[src/rtl/serpin_pkg.sv]
package serpin_pkg;

    // Read-back / write bit positions of the control register
    localparam int MODE_BIT = 0;
    localparam int CEN_BIT  = 1;
    localparam int CDIR_BIT = 2;
    localparam int DIV_LSB  = 4;

    // Idle level presented to a receiver that does not own the pins
    localparam logic RX_IDLE = 1'b1;

    typedef struct packed {
        logic uart_mode;   // 1: UART owns the primary pins
        logic clk_en;      // sample-clock function on
        logic clk_dir;     // 1: drive the divided clock out
    } serpin_flags_t;

endpackage

[src/rtl/serpin_ctrl_reg.sv]
module serpin_ctrl_reg
    import serpin_pkg::*;
#(
    parameter int DIV_W  = 12,
    parameter int DATA_W = 16
) (
    input  logic              clk_i,
    input  logic              rst_i,
    input  logic              wr_en_i,
    input  logic [DATA_W-1:0] wr_data_i,
    output serpin_flags_t     flags_o,
    output logic [DIV_W-1:0]  div_o,
    output logic [DATA_W-1:0] rd_data_o
);

    typedef struct packed {
        serpin_flags_t    flags;
        logic [DIV_W-1:0] div;
    } ctrl_t;

    ctrl_t ctrl_d, ctrl_q;
    logic  unused_wr;

    assign unused_wr = ^wr_data_i;

    always_comb begin
        ctrl_d = ctrl_q;
        if (wr_en_i) begin
            ctrl_d.flags.uart_mode = wr_data_i[MODE_BIT];
            // other fields accept a write only while the clocked mode is stored
            if (!ctrl_q.flags.uart_mode) begin
                ctrl_d.flags.clk_en  = wr_data_i[CEN_BIT];
                ctrl_d.flags.clk_dir = wr_data_i[CDIR_BIT];
                ctrl_d.div           = wr_data_i[DIV_LSB +: DIV_W];
            end
        end
    end

    // only the mode bit has a reset value; the rest hold through reset
    always_ff @(posedge clk_i) begin
        if (rst_i) begin
            ctrl_q.flags.uart_mode <= 1'b0;
        end else begin
            ctrl_q <= ctrl_d;
        end
    end

    always_comb begin
        rd_data_o                     = '0;
        rd_data_o[MODE_BIT]           = ctrl_q.flags.uart_mode;
        rd_data_o[CEN_BIT]            = ctrl_q.flags.clk_en;
        rd_data_o[CDIR_BIT]           = ctrl_q.flags.clk_dir;
        rd_data_o[DIV_LSB +: DIV_W]   = ctrl_q.div;
    end

    assign flags_o = ctrl_q.flags;
    assign div_o   = ctrl_q.div;

    // fields locked while UART mode is stored
    p_fields_locked_r9: assert property (@(posedge clk_i) disable iff (rst_i)
        (wr_en_i && ctrl_q.flags.uart_mode) |=>
            ($stable(div_o) && $stable(flags_o.clk_en) && $stable(flags_o.clk_dir)));

    // without a write nothing moves
    p_hold_no_write_r9: assert property (@(posedge clk_i) disable iff (rst_i)
        !wr_en_i |=> $stable(rd_data_o));

endmodule

[src/rtl/serpin_pin_mux.sv]
module serpin_pin_mux
    import serpin_pkg::*;
(
    input  logic clk_i,
    input  logic rst_i,
    input  logic uart_mode_i,
    input  logic reassign_i,
    input  logic csu_tx_i,
    input  logic csu_tx_oe_i,
    input  logic uart_tx_i,
    input  logic pri_rx_i,
    input  logic alt_rx_i,
    output logic pri_tx_o,
    output logic pri_tx_oe_o,
    output logic alt_tx_o,
    output logic alt_tx_oe_o,
    output logic csu_rx_o,
    output logic uart_rx_o,
    output logic clk_mode_o
);

    logic uart_on_pri;

    always_comb begin
        uart_on_pri = uart_mode_i && !reassign_i;
        clk_mode_o  = !uart_on_pri;

        // primary pair
        if (uart_on_pri) begin
            pri_tx_o    = uart_tx_i;
            pri_tx_oe_o = 1'b1;
            csu_rx_o    = RX_IDLE;
        end else begin
            pri_tx_o    = csu_tx_i;
            pri_tx_oe_o = csu_tx_oe_i;
            csu_rx_o    = pri_rx_i;
        end

        // alternate pair and UART receive source
        if (reassign_i) begin
            alt_tx_o    = uart_tx_i;
            alt_tx_oe_o = 1'b1;
            uart_rx_o   = alt_rx_i;
        end else begin
            alt_tx_o    = 1'b0;
            alt_tx_oe_o = 1'b0;
            uart_rx_o   = uart_on_pri ? pri_rx_i : RX_IDLE;
        end
    end

    // UART on the primary pins
    p_uart_primary_r1: assert property (@(posedge clk_i) disable iff (rst_i)
        (uart_mode_i && !reassign_i) |->
            (pri_tx_oe_o && pri_tx_o == uart_tx_i && uart_rx_o == pri_rx_i && csu_rx_o));

    // reassignment forces clocked serial on the primary pins
    p_reassign_primary_r4: assert property (@(posedge clk_i) disable iff (rst_i)
        reassign_i |->
            (pri_tx_o == csu_tx_i && csu_rx_o == pri_rx_i && uart_rx_o == alt_rx_i));

    // alternate pin quiet without reassignment
    p_alt_quiet_r4: assert property (@(posedge clk_i) disable iff (rst_i)
        !reassign_i |-> (!alt_tx_oe_o && !alt_tx_o));

endmodule

[src/rtl/serpin_clk_div.sv]
module serpin_clk_div #(
    parameter int DIV_W = 12
) (
    input  logic             clk_i,
    input  logic             rst_i,
    input  logic             active_i,
    input  logic [DIV_W-1:0] div_i,
    output logic             clk_o
);

    typedef struct packed {
        logic [DIV_W-1:0] cnt;
        logic             lvl;
    } div_t;

    div_t st_d, st_q;

    always_comb begin
        st_d = st_q;
        if (!active_i) begin
            st_d.cnt = div_i;
            st_d.lvl = 1'b0;
        end else if (st_q.cnt == '0) begin
            // terminal count: toggle and pick up the current divisor
            st_d.cnt = div_i;
            st_d.lvl = !st_q.lvl;
        end else begin
            st_d.cnt = st_q.cnt - 1'b1;
        end
    end

    always_ff @(posedge clk_i) begin
        if (rst_i) begin
            st_q <= '0;
        end else begin
            st_q <= st_d;
        end
    end

    assign clk_o = st_q.lvl;

    // output low once stopped
    p_low_when_idle_r5: assert property (@(posedge clk_i) disable iff (rst_i)
        !active_i |=> !clk_o);

    // output never moves before the terminal count
    p_hold_mid_count_r8: assert property (@(posedge clk_i) disable iff (rst_i)
        (active_i && st_q.cnt != '0) |=> $stable(clk_o));

    // the terminal count always produces an edge
    p_edge_at_tc_r7: assert property (@(posedge clk_i) disable iff (rst_i)
        (active_i && st_q.cnt == '0) |=> (clk_o != $past(clk_o)));

endmodule

[src/rtl/serpin_router.sv]
module serpin_router
    import serpin_pkg::*;
#(
    parameter int DIV_W  = 12,
    parameter int DATA_W = 16
) (
    input  logic              clk_i,
    input  logic              rst_i,
    input  logic              wr_en_i,
    input  logic [DATA_W-1:0] wr_data_i,
    output logic [DATA_W-1:0] rd_data_o,
    input  logic              pin_reassign_i,
    input  logic              csu_tx_i,
    input  logic              csu_tx_oe_i,
    output logic              csu_rx_o,
    input  logic              uart_tx_i,
    output logic              uart_rx_o,
    output logic              pri_tx_o,
    output logic              pri_tx_oe_o,
    input  logic              pri_rx_i,
    output logic              alt_tx_o,
    output logic              alt_tx_oe_o,
    input  logic              alt_rx_i,
    output logic              smp_clk_o,
    output logic              smp_clk_oe_o
);

    serpin_flags_t    flags;
    logic [DIV_W-1:0] div;
    logic             clk_mode;
    logic             clk_active;

    serpin_ctrl_reg #(.DIV_W(DIV_W), .DATA_W(DATA_W)) u_reg (
        .clk_i     (clk_i),
        .rst_i     (rst_i),
        .wr_en_i   (wr_en_i),
        .wr_data_i (wr_data_i),
        .flags_o   (flags),
        .div_o     (div),
        .rd_data_o (rd_data_o)
    );

    serpin_pin_mux u_mux (
        .clk_i       (clk_i),
        .rst_i       (rst_i),
        .uart_mode_i (flags.uart_mode),
        .reassign_i  (pin_reassign_i),
        .csu_tx_i    (csu_tx_i),
        .csu_tx_oe_i (csu_tx_oe_i),
        .uart_tx_i   (uart_tx_i),
        .pri_rx_i    (pri_rx_i),
        .alt_rx_i    (alt_rx_i),
        .pri_tx_o    (pri_tx_o),
        .pri_tx_oe_o (pri_tx_oe_o),
        .alt_tx_o    (alt_tx_o),
        .alt_tx_oe_o (alt_tx_oe_o),
        .csu_rx_o    (csu_rx_o),
        .uart_rx_o   (uart_rx_o),
        .clk_mode_o  (clk_mode)
    );

    // clock runs only in effective clocked-serial mode with enable and drive direction
    assign clk_active = clk_mode && flags.clk_en && flags.clk_dir;

    serpin_clk_div #(.DIV_W(DIV_W)) u_div (
        .clk_i    (clk_i),
        .rst_i    (rst_i),
        .active_i (clk_active),
        .div_i    (div),
        .clk_o    (smp_clk_o)
    );

    assign smp_clk_oe_o = clk_active;

    // pin 16 is driven only with both enable and direction set
    p_oe_needs_fields_r6: assert property (@(posedge clk_i) disable iff (rst_i)
        smp_clk_oe_o |-> (flags.clk_en && flags.clk_dir));

    // UART mode on the primary pins silences pin 16
    p_uart_no_clock_r2: assert property (@(posedge clk_i) disable iff (rst_i)
        (flags.uart_mode && !pin_reassign_i) |=> !smp_clk_o);

endmodule

[config.mk]
export PLATFORM = sky130hd
export DESIGN_NAME = serpin_router
export DESIGN_NICKNAME = d
export VERILOG_FILES = /design/src/rtl/serpin_pkg.sv /design/src/rtl/serpin_ctrl_reg.sv /design/src/rtl/serpin_pin_mux.sv /design/src/rtl/serpin_clk_div.sv /design/src/rtl/serpin_router.sv
export SDC_FILE = /design/constraint.sdc
export NUM_CORES = 1
export LEC_CHECK = 0
export ABC_AREA = 1
export BUFFER_PORTS_ARGS = -buffer_cell sky130_fd_sc_hd__buf_2
export CORE_ASPECT_RATIO = 0.6
export CORE_MARGIN = 3
export CORE_UTILIZATION = 50
export CTS_BUF_LIST = sky130_fd_sc_hd__clkbuf_16
export DETAILED_ROUTE_END_ITERATION = 7
export PLACE_DENSITY_LB_ADDON = 0.12
export SYNTH_ARGS = -nofsm -noshare
export SYNTH_HDL_FRONTEND = slang
export SYNTH_HIERARCHICAL = 1
export SYNTH_SLANG_ARGS = --single-unit
[constraint.sdc]
create_clock -name clk_i -period 2.6 [get_ports clk_i]
set_input_delay 0.26 -clock clk_i [delete_from_list [all_inputs] [get_ports clk_i]]
set_output_delay 0.26 -clock clk_i [all_outputs]
set_load 0.02 [all_outputs]
==> reports/qor.csv, run 1 <==
stage,metric,value,unit
status,status,completed,
pwr,power-per-cell-area,580,nW/um2
clock_tree,cts_sinks,28,
min_path,whs_path_depth,1,
sta,finalSetupViolations,0,
worst_setup_path,arrival,1.44,ns
logic_synthesis,synth_seq_cells,28,
clock_tree,cts_setup_buffers,0,
min_path,hp-class,input port to flop,
route,vias,1227,
clock_tree,cts_resized,0,
placement,gp_congestion,0.853,
clock_tree,cts_buffers,3,
grt,grt_pass1_vias,1058,
sta,rsz0062_at_grt,false,
worst_setup_path,critPathKind,flop to primary output,
worst_setup_path,reg2reg_from,u_div/st_q[1],
logic_synthesis,synth_area,1570,um2
grt,grt_max_degree,17,
sta,max_freq,587,MHz
route,drt-initial-drc-count,102,
route,drcViolationCount,0,
route,drtPass1Iterations,4,
layout,instances_no_fill,280,
placement,place_hpwl,2180,um
floorplanning,io-pin-count,49,
pwr,p_total,1030,uW
grt,grt_pass1_wl,4610,um
grt,grtUsageTotal,15.5,%
clock_tree,insertion_delay,0.26,ns
pwr,p_int,760,uW
route,antenna_left,0,
layout,n_antenna_cell,0,
sta,post-route-min-period,1.70,ns
min_path,hold_start,wr_data_i[10],
layout,drive_gt1_share,27.3,%
pwr,p_clk_share,33.7,%
worst_setup_path,cp_max_fo,11,
worst_setup_path,r2r_cells,9,
pwr,power_frac_comb,17.2,%
floorplanning,core,2930,um2
worst_setup_path,cp.required,2.34,ns
pwr,p_seq_share,49.1,%
worst_setup_path,startpoint,u_reg/flags_o[2],
route,wl_per_cell,9.97,um
sta,hold_viol_final,0,
sta,skew,0.00509,ns
logic_synthesis,seq_area_frac_synth,44.7,%
pwr,p_leak,0.000938,uW
floorplanning,rows,15,
sta,maxSlewViolCount,0,
floorplanning,die_area,3860,um2
floorplanning,start_util,53.5,%
route,wl,2790,um
worst_setup_path,critPathCaptureType,primary output,
logic_synthesis,syn_avg_cell_area,7.57,um2
worst_setup_path,start_kind,flop,
clock_tree,cts_tree,done,
job,maxCapViolCount,0,
pwr,p_sw,268,uW
clock_tree,cts.htree.levels,1,
placement,io_buffer_count,46,
layout,fin_nets,266,
clock_tree,clk_path_buf_depth,2,
logic_synthesis,synth_cell_types,23,
placement,dp_cells,276,
logic_synthesis,synth_nets,234,
logic_synthesis,yosys_warnings,6,
clock_tree,cts_hold_buf,0,
floorplanning,dieHeight,49.4,um
layout,synthToLayoutAreaGrowth,13.1,%
clock_tree,path_clk_slew,0.07,ns
clock_tree,cts-root-buf,clkbuf_16,
pwr,peakVddDrop,0.402,mV
sta,fin_crit_sh,65.5,%
pwr,p_sw_share,26.0,%
logic_synthesis,synthCells,207,
route,routed_via_density,4.38,
grt,overflow,0,
grt,antenna_found_initial,0,
sta,setup_tns,0,ns
floorplanning,fp.dieW,78.3,um
[synthesized netlist by cell type]
master	count	share of area [%]
nand2_1	55	13
nor2_1	31	7.4
inv_1	30	7.2
buf_4	18	8.6
dfxtp_1	14	18
edfxtp_1	14	27
nand3_1	8	2.6
a21oi_1	6	1.9
nor2_2	5	2.0
o21ai_0	5	1.6
nand2_2	4	1.6
inv_2	3	0.72
buf_6	2	1.4
ha_1	2	1.6
o21bai_1	2	0.96
clkbuf_8	1	0.88
conb_1	1	0.24
nand2_4	1	0.72
nand3_2	1	0.64
nand3b_1	1	0.48
nand4_1	1	0.40
xnor2_1	1	0.56
xor2_1	1	0.56
[routing by layer]
layer  global-route usage (%)  part of all wire, %
met1                     22.7                   53
met3                     5.35                  8.1
met5                        0                    0
met2                     20.3                   38
met4                     6.40                  1.4
[path summary, 6_finish.rpt]
check                        end  slack (ns)
setup / recovery    smp_clk_oe_o        0.90
hold / removal    u_reg/div_o[6]        0.17
setup reg to reg   u_div/st_q[5]        1.05
hold reg to reg      u_div/clk_o        0.47
[power groups by stage]
stage | sequential, uW | clock (uW) | combinational [uW]
after floorplan | 511 | 0 | 142
after global placement | 514 | 0 | 174
after detailed placement | 515 | 0 | 176
after CTS | 505 | 360 | 177
after global routing | 508 | 370 | 201
final | 505 | 346 | 176
[through the flow]
stage | utilization, % | worst slack [ns] | hold WS [ns] | instance area, um2
finish | 60.5 | 0.897 | 0.168 | 1770
global placement | 57.8 | 1.07 | 0.436 | 1690
detailed placement | 57.8 | 1.06 | 0.438 | 1690
CTS | 60.5 | 0.875 | 0.163 | 1770
floorplan | - | 1.19 | 0.359 | 1570
global route | 60.5 | 0.800 | 0.162 | 1770
[critical path: stages (launching register included)]
cell and delay, ns:
dfxtp_1 0.36, nand2_2 0.13, nand2_1 0.07, nor2_2 0.36, buf_2 0.26
[area by class of cell]
type / instances / area [um2]
fill: 275 / 1160
clock inverter: 1 / 3.75
multi-input combinational: 125 / 571
clock buffer: 3 / 75.1
sequential: 28 / 701
inverter: 33 / 124
timing repair buffer: 48 / 245
tap: 42 / 52.6
[layout by cell type, fill, tap and decap left out]
| cell type | n |
|---|---|
| nand2_4 | 1 |
| conb_1 | 1 |
| nand3_1 | 8 |
| dfxtp_1 | 14 |
| buf_4 | 2 |
| ha_1 | 2 |
| o21bai_1 | 2 |
| xnor2_1 | 1 |
| xor2_1 | 1 |
| clkbuf_16 | 3 |
| nand2_2 | 4 |
| nand2_1 | 55 |
| nand3_2 | 1 |
| buf_2 | 46 |
| inv_2 | 3 |
| a21oi_1 | 6 |
| nand4_1 | 1 |
| nand3b_1 | 1 |
| inv_1 | 31 |
| edfxtp_1 | 14 |
| o21ai_0 | 5 |
| nor2_2 | 5 |
| nor2_1 | 31 |
[flip-flops by register name, indices dropped and copies added, names as in the netlist]
signal,count
u_div/st_q,12
u_div/clk_o,1
u_reg/div_o,12
u_reg/flags_o,3
[logic make-up after synthesis]
group                      synth area share, %
buffers and inverters                     18.8
DFF                                       44.7
xor gates and xnor gates                  1.12
AOI/OAI and AO/OA                         4.47
adders and majority gates                 1.60
and+or+nand+nor                           29.0
other                                    0.239
(Power assumes the default switching activity.)
==> inputs of run 2 (changes only) <==
- clock period: 2.6 -> 1.7 ns (I/O delays scaled with it)
==> run 2 against run 1 <==
Effect of this change:
- clock-buffer cell count unchanged
- non-clock buffer count rose by 2
- critical endpoint is now u_div/st_q[4]
- cell count is 0.71% higher
- critical path depth up 4
- global-route usage increased by 0.11 points
- sequential power grew 53%
- sequential share of layout area fell by 0.90 points
==> reports/qor.csv, run 2 (same netlist as run 1, synthesis figures left out) <==
stage,metric,value,unit,change
grt,grt_pass1_wl,4750,um,was 4610 um
worst_setup_path,r2r_cells,8,,was 9
pwr,p_sw_share,24.3,%,was 26.0%
pwr,p_total,1740,uW,was 1030 uW
layout,n_antenna_cell,0,,unchanged
clock_tree,cts_buffers,3,,unchanged
worst_setup_path,critPathCaptureType,flop,,was primary output
clock_tree,cts_resized,0,,unchanged
placement,io_buffer_count,46,,unchanged
floorplanning,dieHeight,49.4,um,unchanged
sta,setup_tns,0,ns,unchanged
worst_setup_path,cp_max_fo,7,,was 11
worst_setup_path,crit_chain,inv_1 -> ha_1 -> nand2_1 -> nor2_1 -> nand3_2 -> buf_4 -> a21oi_1 -> nor2_1,,was nand2_2 -> nand2_1 -> nor2_2 -> buf_2
clock_tree,cts.htree.levels,1,,unchanged
route,drtPass1Iterations,4,,unchanged
route,wl,2870,um,was 2790 um
layout,synthToLayoutAreaGrowth,15.7,%,was 13.1%
worst_setup_path,crit_path_end,u_div/st_q[4],,was smp_clk_oe_o
worst_setup_path,critical_path.max_stage_delay,0.31,ns,was 0.36 ns
grt,grt_max_degree,17,,unchanged
clock_tree,path_clk_slew,0.07,ns,about the same
worst_setup_path,rrSetupSlack,0.27,ns,was 1.05 ns
worst_setup_path,critPathKind,flop to flop,,was flop to primary output
sta,maxSlewViolCount,0,,unchanged
worst_setup_path,timing.rr.end,u_div/st_q[4],,was u_div/st_q[5]
pwr,p_int,1320,uW,was 760 uW
pwr,p_sw,423,uW,was 268 uW
worst_setup_path,cpMaxStageDelayCell,dfxtp_1,,unchanged
sta,rsz0062_at_grt,false,,unchanged
clock_tree,insertion_delay,0.26,ns,about the same
sta,fin_crit_sh,84.4,%,
route,antenna_left,0,,unchanged
worst_setup_path,arrival,1.59,ns,was 1.44 ns
clock_tree,cts-root-buf,clkbuf_16,,unchanged
worst_setup_path,reg2reg_from,u_div/st_q[1],,unchanged
floorplanning,start_util,53.5,%,unchanged
pwr,peakVddDrop,0.559,mV,was 0.402 mV
floorplanning,rows,15,,unchanged
status,status,completed,,unchanged
route,drcViolationCount,0,,unchanged
clock_tree,cts_setup_buffers,0,,unchanged
floorplanning,io-pin-count,49,,unchanged
sta,finalSetupViolations,0,,unchanged
pwr,p_leak,0.000956,uW,was 0.000938 uW
grt,grtUsageTotal,15.6,%,was 15.5%
floorplanning,fp.dieW,78.3,um,unchanged
clock_tree,clk_path_buf_depth,2,,unchanged
floorplanning,core,2930,um2,unchanged
sta,post-route-min-period,1.43,ns,
layout,final_cell_mix,"nand2_1, buf_2, nor2_1",,"was nand2_1, buf_2, inv_1, nor2_1"
route,wl_per_cell,10.2,um,was 9.97 um
worst_setup_path,startpoint,u_div/st_q[1],,was u_reg/flags_o[2]
grt,antenna_found_initial,0,,unchanged
pwr,power_frac_comb,15.7,%,was 17.2%
route,vias,1241,,was 1227
pwr,p_clk_share,39.9,%,was 33.7%
grt,overflow,0,,unchanged
job,maxCapViolCount,0,,unchanged
min_path,hp-class,input port to flop,,unchanged
worst_setup_path,start_kind,flop,,unchanged
sta,skew,0.00234,ns,was 0.00509 ns
min_path,whs_path_depth,1,,unchanged
clock_tree,cts_hold_buf,0,,unchanged
sta,max_freq,697,MHz,
sta,hold_viol_final,0,,unchanged
pwr,power-per-cell-area,960,nW/um2,was 580 nW/um2
placement,place_hpwl,2240,um,was 2180 um
layout,fin_nets,268,,was 266
layout,drive_gt1_share,28.3,%,was 27.3%
grt,grt_pass1_vias,1074,,was 1058
route,drt-initial-drc-count,79,,was 102
clock_tree,cts_tree,done,,unchanged
layout,n_fill_cell,269,,was 275
layout,mostFrequentLayoutCell,nand2_1,,unchanged
pwr,p_seq_share,44.4,%,was 49.1%
clock_tree,cts_sinks,28,,unchanged
worst_setup_path,cp.required,1.86,ns,was 2.34 ns
route,routed_via_density,4.40,,was 4.38
placement,gp_congestion,0.855,,was 0.853
worst_setup_path,crit_path_frequent_cell,nor2_1,,
floorplanning,die_area,3860,um2,unchanged
-- run 2: cell types whose count changed in the layout (fill, tap and decap cells not counted), sizes merged --
| cell | before | now |
|---|---|---|
| buf | 48 | 50 |
| bufinv | 0 | 1 |
| inv | 34 | 33 |
-- run 2: worst max-delay path, delay by kind of cell (launching register included) --
| kind | cells | cell delay (ns) |
|---|---|---|
| AND/OR/NAND/NOR | 4 | 0.41 |
| buffers and inverters | 2 | 0.32 |
| flip-flops | 1 | 0.31 |
| adder cells (fa/ha/maj) | 1 | 0.17 |
| AO/OA/AOI/OAI | 1 | 0.13 |
-- run 2: cell type report --
class                           instances  area, um2  share of cell area, %
Sequential cell                        28        701                   38.6
Multi-Input combinational cell        125        571                   31.5
Timing Repair Buffer                   50        260                   14.4
Inverter                               33        124                   6.83
Clock buffer                            3       75.1                   4.14
Tap cell                               42       52.6                   2.90
Clock inverter                          1       30.0                   1.66
-- run 2: routing by layer --
metal	part of all wire [%]	global-route usage, %
met2	39	20.9
met4	0	0.872
met5	0	0
met1	51	24.5
met3	9.5	5.72
-- run 2: worst min path at each step --
stage	from	to	slack (ns)
2_1_floorplan	wr_data_i[4]	u_reg/div_o[0]	0.27
4_1_cts	wr_data_i[11]	u_reg/div_o[7]	0.08
5_1_grt	wr_data_i[1]	u_reg/flags_o[1]	0.07
3_5_place_dp	wr_data_i[12]	u_reg/div_o[8]	0.35
3_3_place_gp	wr_data_i[14]	u_reg/div_o[10]	0.35
6_report	wr_data_i[5]	u_reg/div_o[1]	0.08
-- run 2: power by group through the flow --
stage	registers [uW]	logic (uW)	clock network, uW
global placement	787	270	0
finish	773	274	694
CTS	773	275	705
detailed placement	788	273	0
global route	778	312	732
floorplan	782	217	0
-- run 2: metrics by stage --
step                      hold slack [ns]  utilization (%)  cells  setup slack [ns]  cell area (um2)
final                              0.0782             61.9    282             0.266             1810
after global routing               0.0669             61.9    282            0.0989             1810
after CTS                          0.0761             61.9    282             0.258             1810
after detailed placement            0.348             58.3    278             0.269             1710
after global placement              0.346             58.3    278             0.293             1710
after floorplan                     0.269                -    207             0.293             1570
==> inputs of run 3 (changes only) <==
- CORE_UTILIZATION: 50 -> 45
- clock period: 1.7 -> 1.2 ns (I/O delays scaled with it)
==> run 3 against run 2 <==
Effect of this change:
- the flow now finishes with violations (setup timing)
- first-iteration DRC count is 6.3% higher
- critical path depth unchanged
- clock-buffer cell count did not move
- hold slack worse by 0.050 ns
- cell count rose by 6.7%
- total power increased by 38%
- critical path type unchanged
- highest routed layer is now met4
==> reports/qor.csv, run 3 (same netlist as run 1, synthesis figures left out) <==
stage,metric,value,unit,change
route,drtPass1Iterations,4,,unchanged
floorplanning,dieHeight,51.7,um,was 49.4 um
sta,rsz0062_at_grt,true,,was false
pwr,power-per-cell-area,1150,nW/um2,was 960 nW/um2
status,status,"complete, but fails checks",,was completed
worst_setup_path,crit_buf_inv,2,,unchanged
layout,synthToLayoutAreaGrowth,33.5,%,was 15.7%
grt,grt_pass1_wl,5110,um,was 4750 um
clock_tree,cts_tree,done,,unchanged
grt,antenna_found_initial,0,,unchanged
clock_tree,clk_path_buf_depth,2,,unchanged
floorplanning,io-pin-count,49,,unchanged
sta,finalSetupViolations,13,,was 0
job,maxCapViolCount,0,,unchanged
sta,hold_viol_final,0,,unchanged
worst_setup_path,cp_max_fo,5,,was 7
sta,max_freq,746,MHz,was 697 MHz
route,wl_per_cell,12.0,um,was 10.2 um
sta,hold_ws,0.0280,ns,was 0.0782 ns
sta,skew,0.00183,ns,was 0.00234 ns
grt,grtUsageTotal,16.1,%,was 15.6%
layout,final_cell_mix,"buf_2, nand2_1, inv_1",,"was nand2_1, buf_2, nor2_1"
sta,post-route-min-period,1.34,ns,was 1.43 ns
sta,fin_crit_sh,112,%,was 84.4%
grt,grt_max_degree,17,,unchanged
pwr,p_total,2400,uW,was 1740 uW
sta,setup_tns,-1.06,ns,was 0 ns
route,routed_via_density,4.61,,was 4.40
layout,multi_input_area,697,um2,was 571 um2
placement,io_buffer_count,46,,unchanged
route,drcViolationCount,0,,unchanged
clock_tree,cts_sinks,28,,unchanged
route,wl,3610,um,was 2870 um
floorplanning,start_util,50.6,%,was 53.5%
worst_setup_path,rrSetupSlack,-0.14,ns,was 0.27 ns
clock_tree,path_clk_slew,0.07,ns,about the same
layout,n_antenna_cell,0,,unchanged
worst_setup_path,cpMaxStageDelayCell,dfxtp_2,,was dfxtp_1
route,antenna_left,0,,unchanged
layout,drive_gt1_share,44.8,%,was 28.3%
clock_tree,insertion_delay,0.26,ns,about the same
status,violations,setup timing,,
worst_setup_path,critical-path-top-delay-family,flip-flops,,was simple AND/OR/NAND/NOR gates
worst_setup_path,critical_path.max_stage_delay,0.34,ns,was 0.31 ns
worst_setup_path,critPathKind,flop to flop,,unchanged
worst_setup_path,critPathCaptureType,flop,,unchanged
sta,maxSlewViolCount,0,,unchanged
worst_setup_path,crit_chain,inv_4 -> ha_4 -> nand2_2 -> nor2_4 -> nand3_4 -> buf_4 -> o21bai_1 -> a21oi_1,,was inv_1 -> ha_1 -> nand2_1 -> nor2_1 -> nand3_2 -> buf_4 -> a21oi_1 -> nor2_1
min_path,hp-class,input port to flop,,unchanged
pwr,p_leak,0.00107,uW,was 0.000956 uW
clock_tree,cts_buffers,3,,unchanged
floorplanning,fp.dieW,82.2,um,was 78.3 um
layout,ff_latch_area,709,um2,was 701 um2
layout,fin_nets,287,,was 268
clock_tree,cts.htree.levels,1,,unchanged
layout,finalCoreUtilization,67.5,%,was 61.9%
floorplanning,rows,15,,unchanged
floorplanning,core,3100,um2,was 2930 um2
layout,n_fill_cell,266,,was 269
grt,overflow,0,,unchanged
placement,gp_congestion,0.862,,was 0.855
worst_setup_path,arrival,1.50,ns,was 1.59 ns
route,drt-initial-drc-count,84,,was 79
route,vias,1389,,was 1241
floorplanning,die_area,4250,um2,was 3860 um2
placement,place_hpwl,2530,um,was 2240 um
sta,post-route-worst-setup-slack,-0.140,ns,was 0.266 ns
clock_tree,cts-root-buf,clkbuf_16,,unchanged
worst_setup_path,start_kind,flop,,unchanged
worst_setup_path,cp.required,1.36,ns,was 1.86 ns
grt,grt_pass1_vias,1129,,was 1074
pwr,peakVddDrop,0.678,mV,was 0.559 mV
## run 3: changes by cell type in the layout (fill, tap and decap cells not counted), moves of 3 or more
cell,change
o21ai_1,+3
dfxtp_2,+4
nor2_4,+5
dfxtp_1,-5
o21ai_0,-3
nand2_2,+10
nand2_1,-11
buf_6,+3
nor2_1,-7
buf_4,+16
## run 3: final timing paths
kind	end	cells past startpoint	start
min reg2reg	u_div/clk_o	2	u_div/clk_o
min	u_reg/div_o[2]	1	wr_data_i[6]
max	u_div/clk_o	8	u_div/st_q[2]
max reg2reg	u_div/clk_o	8	u_div/st_q[2]
## run 3: per-layer routing
metal / GRT usage (%) / vias up / wire (um)
met1: 24.2 / 629 / 1810
met4: 4.14 / 0 / 33
met2: 22.0 / 40 / 1510
met5: 0 / - / 0
met3: 5.02 / 4 / 254
li1: - / 716 / -
## run 3: power by group
part           total (uW)  leakage, uW  internal, uW  switching [uW]
registers            1100     0.000248          1060            39.7
logic                 539     0.000775           227             312
clock network         764    0.0000423           447             318
total                2400      0.00107          1730             669
## run 3: area by class of cell
| cell class | count | area share, % |
|---|---|---|
| Clock buffer | 3 | 3.59 |
| Clock inverter | 1 | 0.180 |
| Inverter | 33 | 6.16 |
| Multi-Input combinational cell | 126 | 33.3 |
| Sequential cell | 28 | 33.9 |
| Tap cell | 42 | 2.51 |
| Timing Repair Buffer | 68 | 20.3 |
## run 3: through the flow
stage	worst slack (ns)	cells	instance area, um2
after floorplan	-0.0944	207	1590
after global placement	-0.0706	290	1820
after detailed placement	-0.112	290	1820
after CTS	-0.0980	296	1940
after global routing	-0.194	301	2090
final	-0.140	301	2090
## run 3: worst reg2reg max path, cell delays in order, from the launching register on
cell and delay, ns:
dfxtp_2 0.34, inv_4 0.07, ha_4 0.13, nand2_2 0.06
nor2_4 0.10, nand3_4 0.15, buf_4 0.19, o21bai_1 0.13
a21oi_1 0.06
## run 3: timing repair
action / 4_1_cts / 5_1_grt
gates cloned: 0 / 2
pin swaps: 4 / 16
setup endpoints to repair: 15 / 14
resized for setup: 8 / 36
hold buffers: 0 / 0
buffers inserted: 2 / 3
